$ cat src/rtl/wdog_pkg.sv
// Package: wdog_pkg
// Shared field positions, register addresses and the configuration record
// for the guarded watchdog. Assumes an 8-bit register bus.
package wdog_pkg;

    localparam int DATA_W   = 8;
    localparam int CODE_W   = 4;

    // control register field positions (software-visible layout)
    localparam int F_CODE_LO = 0;   // code bits 2:0 at 2:0
    localparam int F_EN      = 3;
    localparam int F_UNLOCK  = 4;
    localparam int F_CODE_HI = 5;   // code bit 3
    localparam int F_IE      = 6;

    // status register flag position
    localparam int F_WDFLAG  = 3;

    localparam logic ADDR_CTRL = 1'b0;
    localparam logic ADDR_STAT = 1'b1;

    typedef struct packed {
        logic              ie;
        logic              en;
        logic [CODE_W-1:0] code;
    } wdog_cfg_t;

    // extract the 4-bit timeout code from a control byte
    function automatic logic [CODE_W-1:0] code_of(input logic [DATA_W-1:0] d);
        return {d[F_CODE_HI], d[F_CODE_LO+2:F_CODE_LO]};
    endfunction

endpackage

$ cat src/rtl/wdog_unlock.sv
// Module: wdog_unlock
// Tracks the timed unlock window. An unlock write (unlock and enable bits
// both set, window closed) loads WIN; the window stays open while the
// count is non-zero. A control write while open is the protected change
// and closes the window. Assumes one-cycle write strobes.
module wdog_unlock
    import wdog_pkg::*;
#(
    parameter int WIN = 4
) (
    input  logic              clk,
    input  logic              rst_n,
    input  logic              ctrl_wr,
    input  logic [DATA_W-1:0] wdata,
    output logic              win_open,
    output logic              prot_wr,
    output logic              unlock_wr
);

    localparam int WW = $clog2(WIN + 1);

    logic [WW-1:0] win_cnt;

    // window is open while the countdown is running
    always_comb win_open = (win_cnt != '0);

    // classify the current control write
    always_comb begin
        prot_wr   = ctrl_wr && win_open;
        unlock_wr = ctrl_wr && !win_open && wdata[F_UNLOCK] && wdata[F_EN];
    end

    // countdown of the remaining window cycles
    always_ff @(posedge clk) begin
        if (!rst_n)
            win_cnt <= '0;
        else if (prot_wr)
            win_cnt <= '0;
        else if (unlock_wr)
            win_cnt <= WW'(WIN);
        else if (win_open)
            win_cnt <= win_cnt - 1'b1;
    end

endmodule

$ cat src/rtl/wdog_regs.sv
// Module: wdog_regs
// Holds the configuration (enable, code, interrupt enable) and the
// watchdog-reset flag. Enable and code change only on a protected write;
// the interrupt enable is writable at any time and is cleared by an
// interrupt-mode expiry. Assumes the fire inputs are one-cycle events.
module wdog_regs
    import wdog_pkg::*;
(
    input  logic              clk,
    input  logic              rst_n,
    input  logic              ctrl_wr,
    input  logic              stat_wr,
    input  logic              prot_wr,
    input  logic [DATA_W-1:0] wdata,
    input  logic              irq_fire,
    input  logic              rst_fire,
    output wdog_cfg_t         cfg,
    output logic              rst_flag
);

    // configuration update: protected fields, free interrupt enable, hw clear
    always_ff @(posedge clk) begin
        if (!rst_n) begin
            cfg <= '0;
        end else begin
            if (prot_wr) begin
                cfg.en   <= wdata[F_EN];
                cfg.code <= code_of(wdata);
            end
            if (ctrl_wr)
                cfg.ie <= wdata[F_IE];
            if (irq_fire)
                cfg.ie <= 1'b0;
        end
    end

    // reset-cause flag: set by expiry, cleared only by writing 0
    always_ff @(posedge clk) begin
        if (!rst_n)
            rst_flag <= 1'b0;
        else if (rst_fire)
            rst_flag <= 1'b1;
        else if (stat_wr && !wdata[F_WDFLAG])
            rst_flag <= 1'b0;
    end

endmodule

$ cat src/rtl/wdog_timer.sv
// Module: wdog_timer
// Timeout counter. Advances on tick while enabled; clears on restart, on a
// configuration change and when disabled. Signals expiry on the tick that
// completes BASE << min(code, MAX_CODE) ticks. Assumes BASE is a power of two.
module wdog_timer
    import wdog_pkg::*;
#(
    parameter int BASE     = 2048,
    parameter int MAX_CODE = 9,
    parameter int CW       = 21
) (
    input  logic              clk,
    input  logic              rst_n,
    input  logic              tick,
    input  logic              en,
    input  logic [CODE_W-1:0] code,
    input  logic              restart,
    input  logic              clear,
    output logic              expire,
    output logic [CW-1:0]     cnt,
    output logic [CW-1:0]     tmo
);

    logic [CODE_W-1:0] eff_code;
    logic              at_end;

    // saturate reserved codes to the longest timeout
    always_comb eff_code = (code > CODE_W'(MAX_CODE)) ? CODE_W'(MAX_CODE) : code;

    // selected timeout length in ticks
    always_comb tmo = CW'(BASE) << eff_code;

    // expiry on the tick that completes the period
    always_comb begin
        at_end = (cnt == tmo - CW'(1));
        expire = en && tick && !restart && !clear && at_end;
    end

    // tick counter with restart priority
    always_ff @(posedge clk) begin
        if (!rst_n)
            cnt <= '0;
        else if (!en || restart || clear)
            cnt <= '0;
        else if (tick)
            cnt <= at_end ? '0 : cnt + CW'(1);
    end

endmodule

$ cat src/rtl/wdog_guarded.sv
// Module: wdog_guarded
// Top of the guarded watchdog: register decode and read mux, unlock
// window, configuration, timeout counter and registered output pulses.
// Assumes a single-cycle write strobe and a combinational read path.
module wdog_guarded
    import wdog_pkg::*;
#(
    parameter int BASE     = 2048,
    parameter int MAX_CODE = 9,
    parameter int WIN      = 4
) (
    input  logic       clk,
    input  logic       rst_n,
    input  logic       tick_i,
    input  logic       wdr_i,
    input  logic       bus_we_i,
    input  logic       bus_addr_i,
    input  logic [7:0] bus_wdata_i,
    output logic [7:0] bus_rdata_o,
    output logic       irq_o,
    output logic       sys_rst_o
);

    localparam int CW = $clog2(BASE << MAX_CODE) + 1;

    logic              ctrl_wr, stat_wr;
    logic              win_open, prot_wr, unlock_wr;
    logic              expire, irq_fire, rst_fire, rst_flag;
    wdog_cfg_t         cfg;
    logic [CW-1:0]     cnt, tmo;
    logic              irq_q, rst_q;

    // address decode of bus writes
    always_comb begin
        ctrl_wr = bus_we_i && (bus_addr_i == ADDR_CTRL);
        stat_wr = bus_we_i && (bus_addr_i == ADDR_STAT);
    end

    wdog_unlock #(.WIN(WIN)) u_unlock (
        .clk       (clk),
        .rst_n     (rst_n),
        .ctrl_wr   (ctrl_wr),
        .wdata     (bus_wdata_i),
        .win_open  (win_open),
        .prot_wr   (prot_wr),
        .unlock_wr (unlock_wr)
    );

    wdog_regs u_regs (
        .clk      (clk),
        .rst_n    (rst_n),
        .ctrl_wr  (ctrl_wr),
        .stat_wr  (stat_wr),
        .prot_wr  (prot_wr),
        .wdata    (bus_wdata_i),
        .irq_fire (irq_fire),
        .rst_fire (rst_fire),
        .cfg      (cfg),
        .rst_flag (rst_flag)
    );

    wdog_timer #(.BASE(BASE), .MAX_CODE(MAX_CODE), .CW(CW)) u_timer (
        .clk     (clk),
        .rst_n   (rst_n),
        .tick    (tick_i),
        .en      (cfg.en),
        .code    (cfg.code),
        .restart (wdr_i),
        .clear   (prot_wr),
        .expire  (expire),
        .cnt     (cnt),
        .tmo     (tmo)
    );

    // route an expiry to interrupt or reset by the interrupt enable
    always_comb begin
        irq_fire = expire && cfg.ie;
        rst_fire = expire && !cfg.ie;
    end

    // registered one-cycle output pulses
    always_ff @(posedge clk) begin
        if (!rst_n) begin
            irq_q <= 1'b0;
            rst_q <= 1'b0;
        end else begin
            irq_q <= irq_fire;
            rst_q <= rst_fire;
        end
    end

    assign irq_o     = irq_q;
    assign sys_rst_o = rst_q;

    // read mux for the two registers
    always_comb begin
        bus_rdata_o = '0;
        if (bus_addr_i == ADDR_CTRL) begin
            bus_rdata_o[F_CODE_LO+2:F_CODE_LO] = cfg.code[2:0];
            bus_rdata_o[F_EN]                  = cfg.en;
            bus_rdata_o[F_UNLOCK]              = win_open;
            bus_rdata_o[F_CODE_HI]             = cfg.code[3];
            bus_rdata_o[F_IE]                  = cfg.ie;
        end else begin
            bus_rdata_o[F_WDFLAG] = rst_flag;
        end
    end

endmodule

$ cat config.mk
export PLATFORM = sky130hd
export DESIGN_NAME = wdog_guarded
export DESIGN_NICKNAME = d
export VERILOG_FILES = /design/src/rtl/wdog_pkg.sv /design/src/rtl/wdog_unlock.sv /design/src/rtl/wdog_regs.sv /design/src/rtl/wdog_timer.sv /design/src/rtl/wdog_guarded.sv
export SDC_FILE = /design/constraint.sdc
export NUM_CORES = 1
export LEC_CHECK = 0
export BUFFER_PORTS_ARGS = -buffer_cell sky130_fd_sc_hd__buf_2
export CORE_MARGIN = 2
export CORE_UTILIZATION = 25
export DETAILED_ROUTE_END_ITERATION = 8
export PLACE_DENSITY_LB_ADDON = 0.15
export SYNTH_ARGS = -nofsm -noshare
export SYNTH_HDL_FRONTEND = slang
export SYNTH_SLANG_ARGS = --single-unit
$ cat constraint.sdc
create_clock -name clk -period 8.2 [get_ports clk]
set_input_delay 1.64 -clock clk [delete_from_list [all_inputs] [get_ports clk]]
set_output_delay 1.64 -clock clk [all_outputs]
set_load 0.02 [all_outputs]
==> impl_metrics.toml <==
[run_status]
status = "completed"

[sta]
hold_ws_ps = 466
drv_slew = 0
fin_worst_skew_ps = 4.77
finalCritPeriodShare_pct = 48.2
slew_headroom_pct = 40.2
tightest_slew_ps = 894
rsz0062_at_grt = "false"
fmax_mhz = 253
period_needed_ps = 3960
hold_violations = 0
fin_setup_tns_ps = 0
setup_viol = 0
layout_setup_ws_ps = 4240

[synth]
ys_ff_latch = 33
synthArstFlopShare_pct = 0
synth.avg_cell_area_um2 = 8.38
synth_fp_nets = 240
yosys-top-cells-area = "dfxtp_1 (36%), xor2_1 (9.0%), nor3_1 (5.1%)"
ys.flop_type = "dfxtp_1"
synth-edff-count = 0
yosys.area.top_type = "dfxtp_1"
ys.warnings.count = 0
syn_area_mm2 = 0.00186
yosys.cell_types.count = 44
syn_inst = 222
yosysTopAreaCellShare_pct = 35.5
yosysSeqAreaShare_pct = 35.5

[place]
portBuffers = 21
dpl.hpwl_mm = 2.92
gp_congestion = 0.756
dpl_worst_slack_ps = 4240

[routing]
initialDrtViolationCount = 50
antenna_left = 0
vias = 1537
wl_per_cell_um = 12.5
drcViolationCount = 0
drt-vias-per-instance = 4.60
wl_mm = 4.17
drtPass1Iterations = 4

[grt]
met3_usage_pct = 2.77
first_global_vias = 1451
use_met2_pct = 16.7
antenna_found_initial = 0
busiest_layer = "met2"
overflow = 0
grt_first_pass_wirelength_mm = 7.17
grt_max_degree = 26
global_route.usage.met1_pct = 14.4
grt_usage_pct = 10.7

[clock_network]
clock-sinks = 33
cts_tree = "yes"
htree_levels = 2
clkTransAtPathRegs_ps = 60
cts_buffers = 5
clockBufferDepth = 2
cts_resized = 0
post-cts-setup-buffers = 0
insertion_delay_ps = 280
postCtsHoldBufs = 0
root_buffer = "clkbuf_8"

[floorplanning]
die_h_um = 90.2
die_w_um = 90.2
io_pins = 24
rows = 31
die_area_mm2 = 0.00814
start_util_pct = 25.8
fp.coreArea_mm2 = 0.00721

[power_and_ir_drop]
powerDensity_mw_per_mm2 = 195
power.leakage_nw = 0.766
ir_drop_uv = 71.0

[critical_path]
cp_max_fo = 10
max_stage_delay_ps = 350
cp_data_arrival_time_ps = 2320
start_kind = "primary input"
critical_path.cell_chain = "buf_2 > mux2_2 > buf_2"
crit_required_ps = 6560
critPathKind = "in -> out"
cp_common_cell = "buf_2"
end_kind = "output port"
slowest_stage = "mux2_2"

[cells_and_area]
finalCoreUtilization_pct = 29.1
diodes = 0
most-common-layout-cells = "dfxtp_1 (33), nor2_1 (22), buf_2 (21)"
fin_nets = 253
drive_gt1_share_pct = 14.0
mostFrequentLayoutCell = "dfxtp_1"
syn2layout_area_growth_pct = 12.9

[job]
cap_violations = 0

[worst_hold_path]
min_path_type = "reg -> reg"
-- report_power, final --
group	switching [mW]	total [mW]	internal (mW)
sequential	0.00982	0.179	0.169
clock	0.0574	0.124	0.0666
combinational	0.0600	0.107	0.0472
-- per-layer routing --
layer	part of all wire, %	vias up
met3	4.0	2
li1	-	811
met4	0.65	0
met1	51	696
met5	0	-
met2	44	28
-- Yosys cell counts, types with 2 or more instances --
cell type,count
dfxtp_1,33
inv_1,5
and4_1,3
buf_4,3
nor4b_1,2
nand3b_1,2
ha_1,4
o211ai_1,3
a211o_1,2
nand3_1,15
nand2b_1,3
mux2i_1,6
xnor2_1,5
clkbuf_1,10
or3_1,2
nor3_1,19
nor2_1,22
o21a_1,4
a21oi_1,6
xor2_1,19
o21ai_1,2
nor2b_1,7
and3_1,3
nand2_1,14
nand4_1,9
-- kinds of logic (layout without fill, tap and decap cells) --
family          count (synthesis)  in the layout  share of synthesized area (%)
simple gates                  109            109                           32.3
mux                             7              7                           3.84
buf+inv                        20             33                           5.11
flops                          33             33                           35.5
xor+xnor                       24             24                           11.3
fa+ha+maj                       4              4                           2.69
other cells                     1              1                          0.202
compound gates                 24             24                           9.02
-- through the flow --
stage | std cells | instance area, um^2 | power (mW)
3_5_place_dp | 327 | 2010 | 0.291
4_1_cts | 334 | 2100 | 0.420
6_report | 334 | 2100 | 0.410
2_1_floorplan | 222 | 1860 | 0.268
3_3_place_gp | 327 | 2010 | 0.292
5_1_grt | 334 | 2100 | 0.440
-- layout make-up --
| class | count | area [um^2] |
|---|---|---|
| Inverter | 5 | 18.8 |
| Sequential cell | 33 | 661 |
| Tap cell | 99 | 124 |
| Fill cell | 813 | 5120 |
| Clock buffer | 7 | 86.3 |
| Multi-Input combinational cell | 169 | 1100 |
| Timing Repair Buffer | 21 | 105 |
-- worst paths after layout --
kind | start | endpoint | slack [ps] | cells after the start
worst max register to register | u_regs.cfg[3] | irq_o | 5350 | 7
worst max-delay path | bus_addr_i | bus_rdata_o[3] | 4240 | 3
worst min register to register | u_unlock.win_cnt[1] | u_unlock.win_cnt[1] | 470 | 2
worst min-delay path | u_unlock.win_cnt[1] | u_unlock.win_cnt[1] | 470 | 2
-- registers in the layout, summed over array words and instances (netlist names) --
| name | flops |
|---|---|
| sys_rst_o | 1 |
| u_regs.cfg | 6 |
| irq_o | 1 |
| u_regs.rst_flag | 1 |
| u_timer.cnt | 21 |
| u_unlock.win_cnt | 3 |
-- worst max-delay path, delay by kind of cell --
kind                   cells  cell delay, ps
buffers and inverters      2             330
multiplexers               1             350
Note: power is estimated with default switching activity, not from simulation.
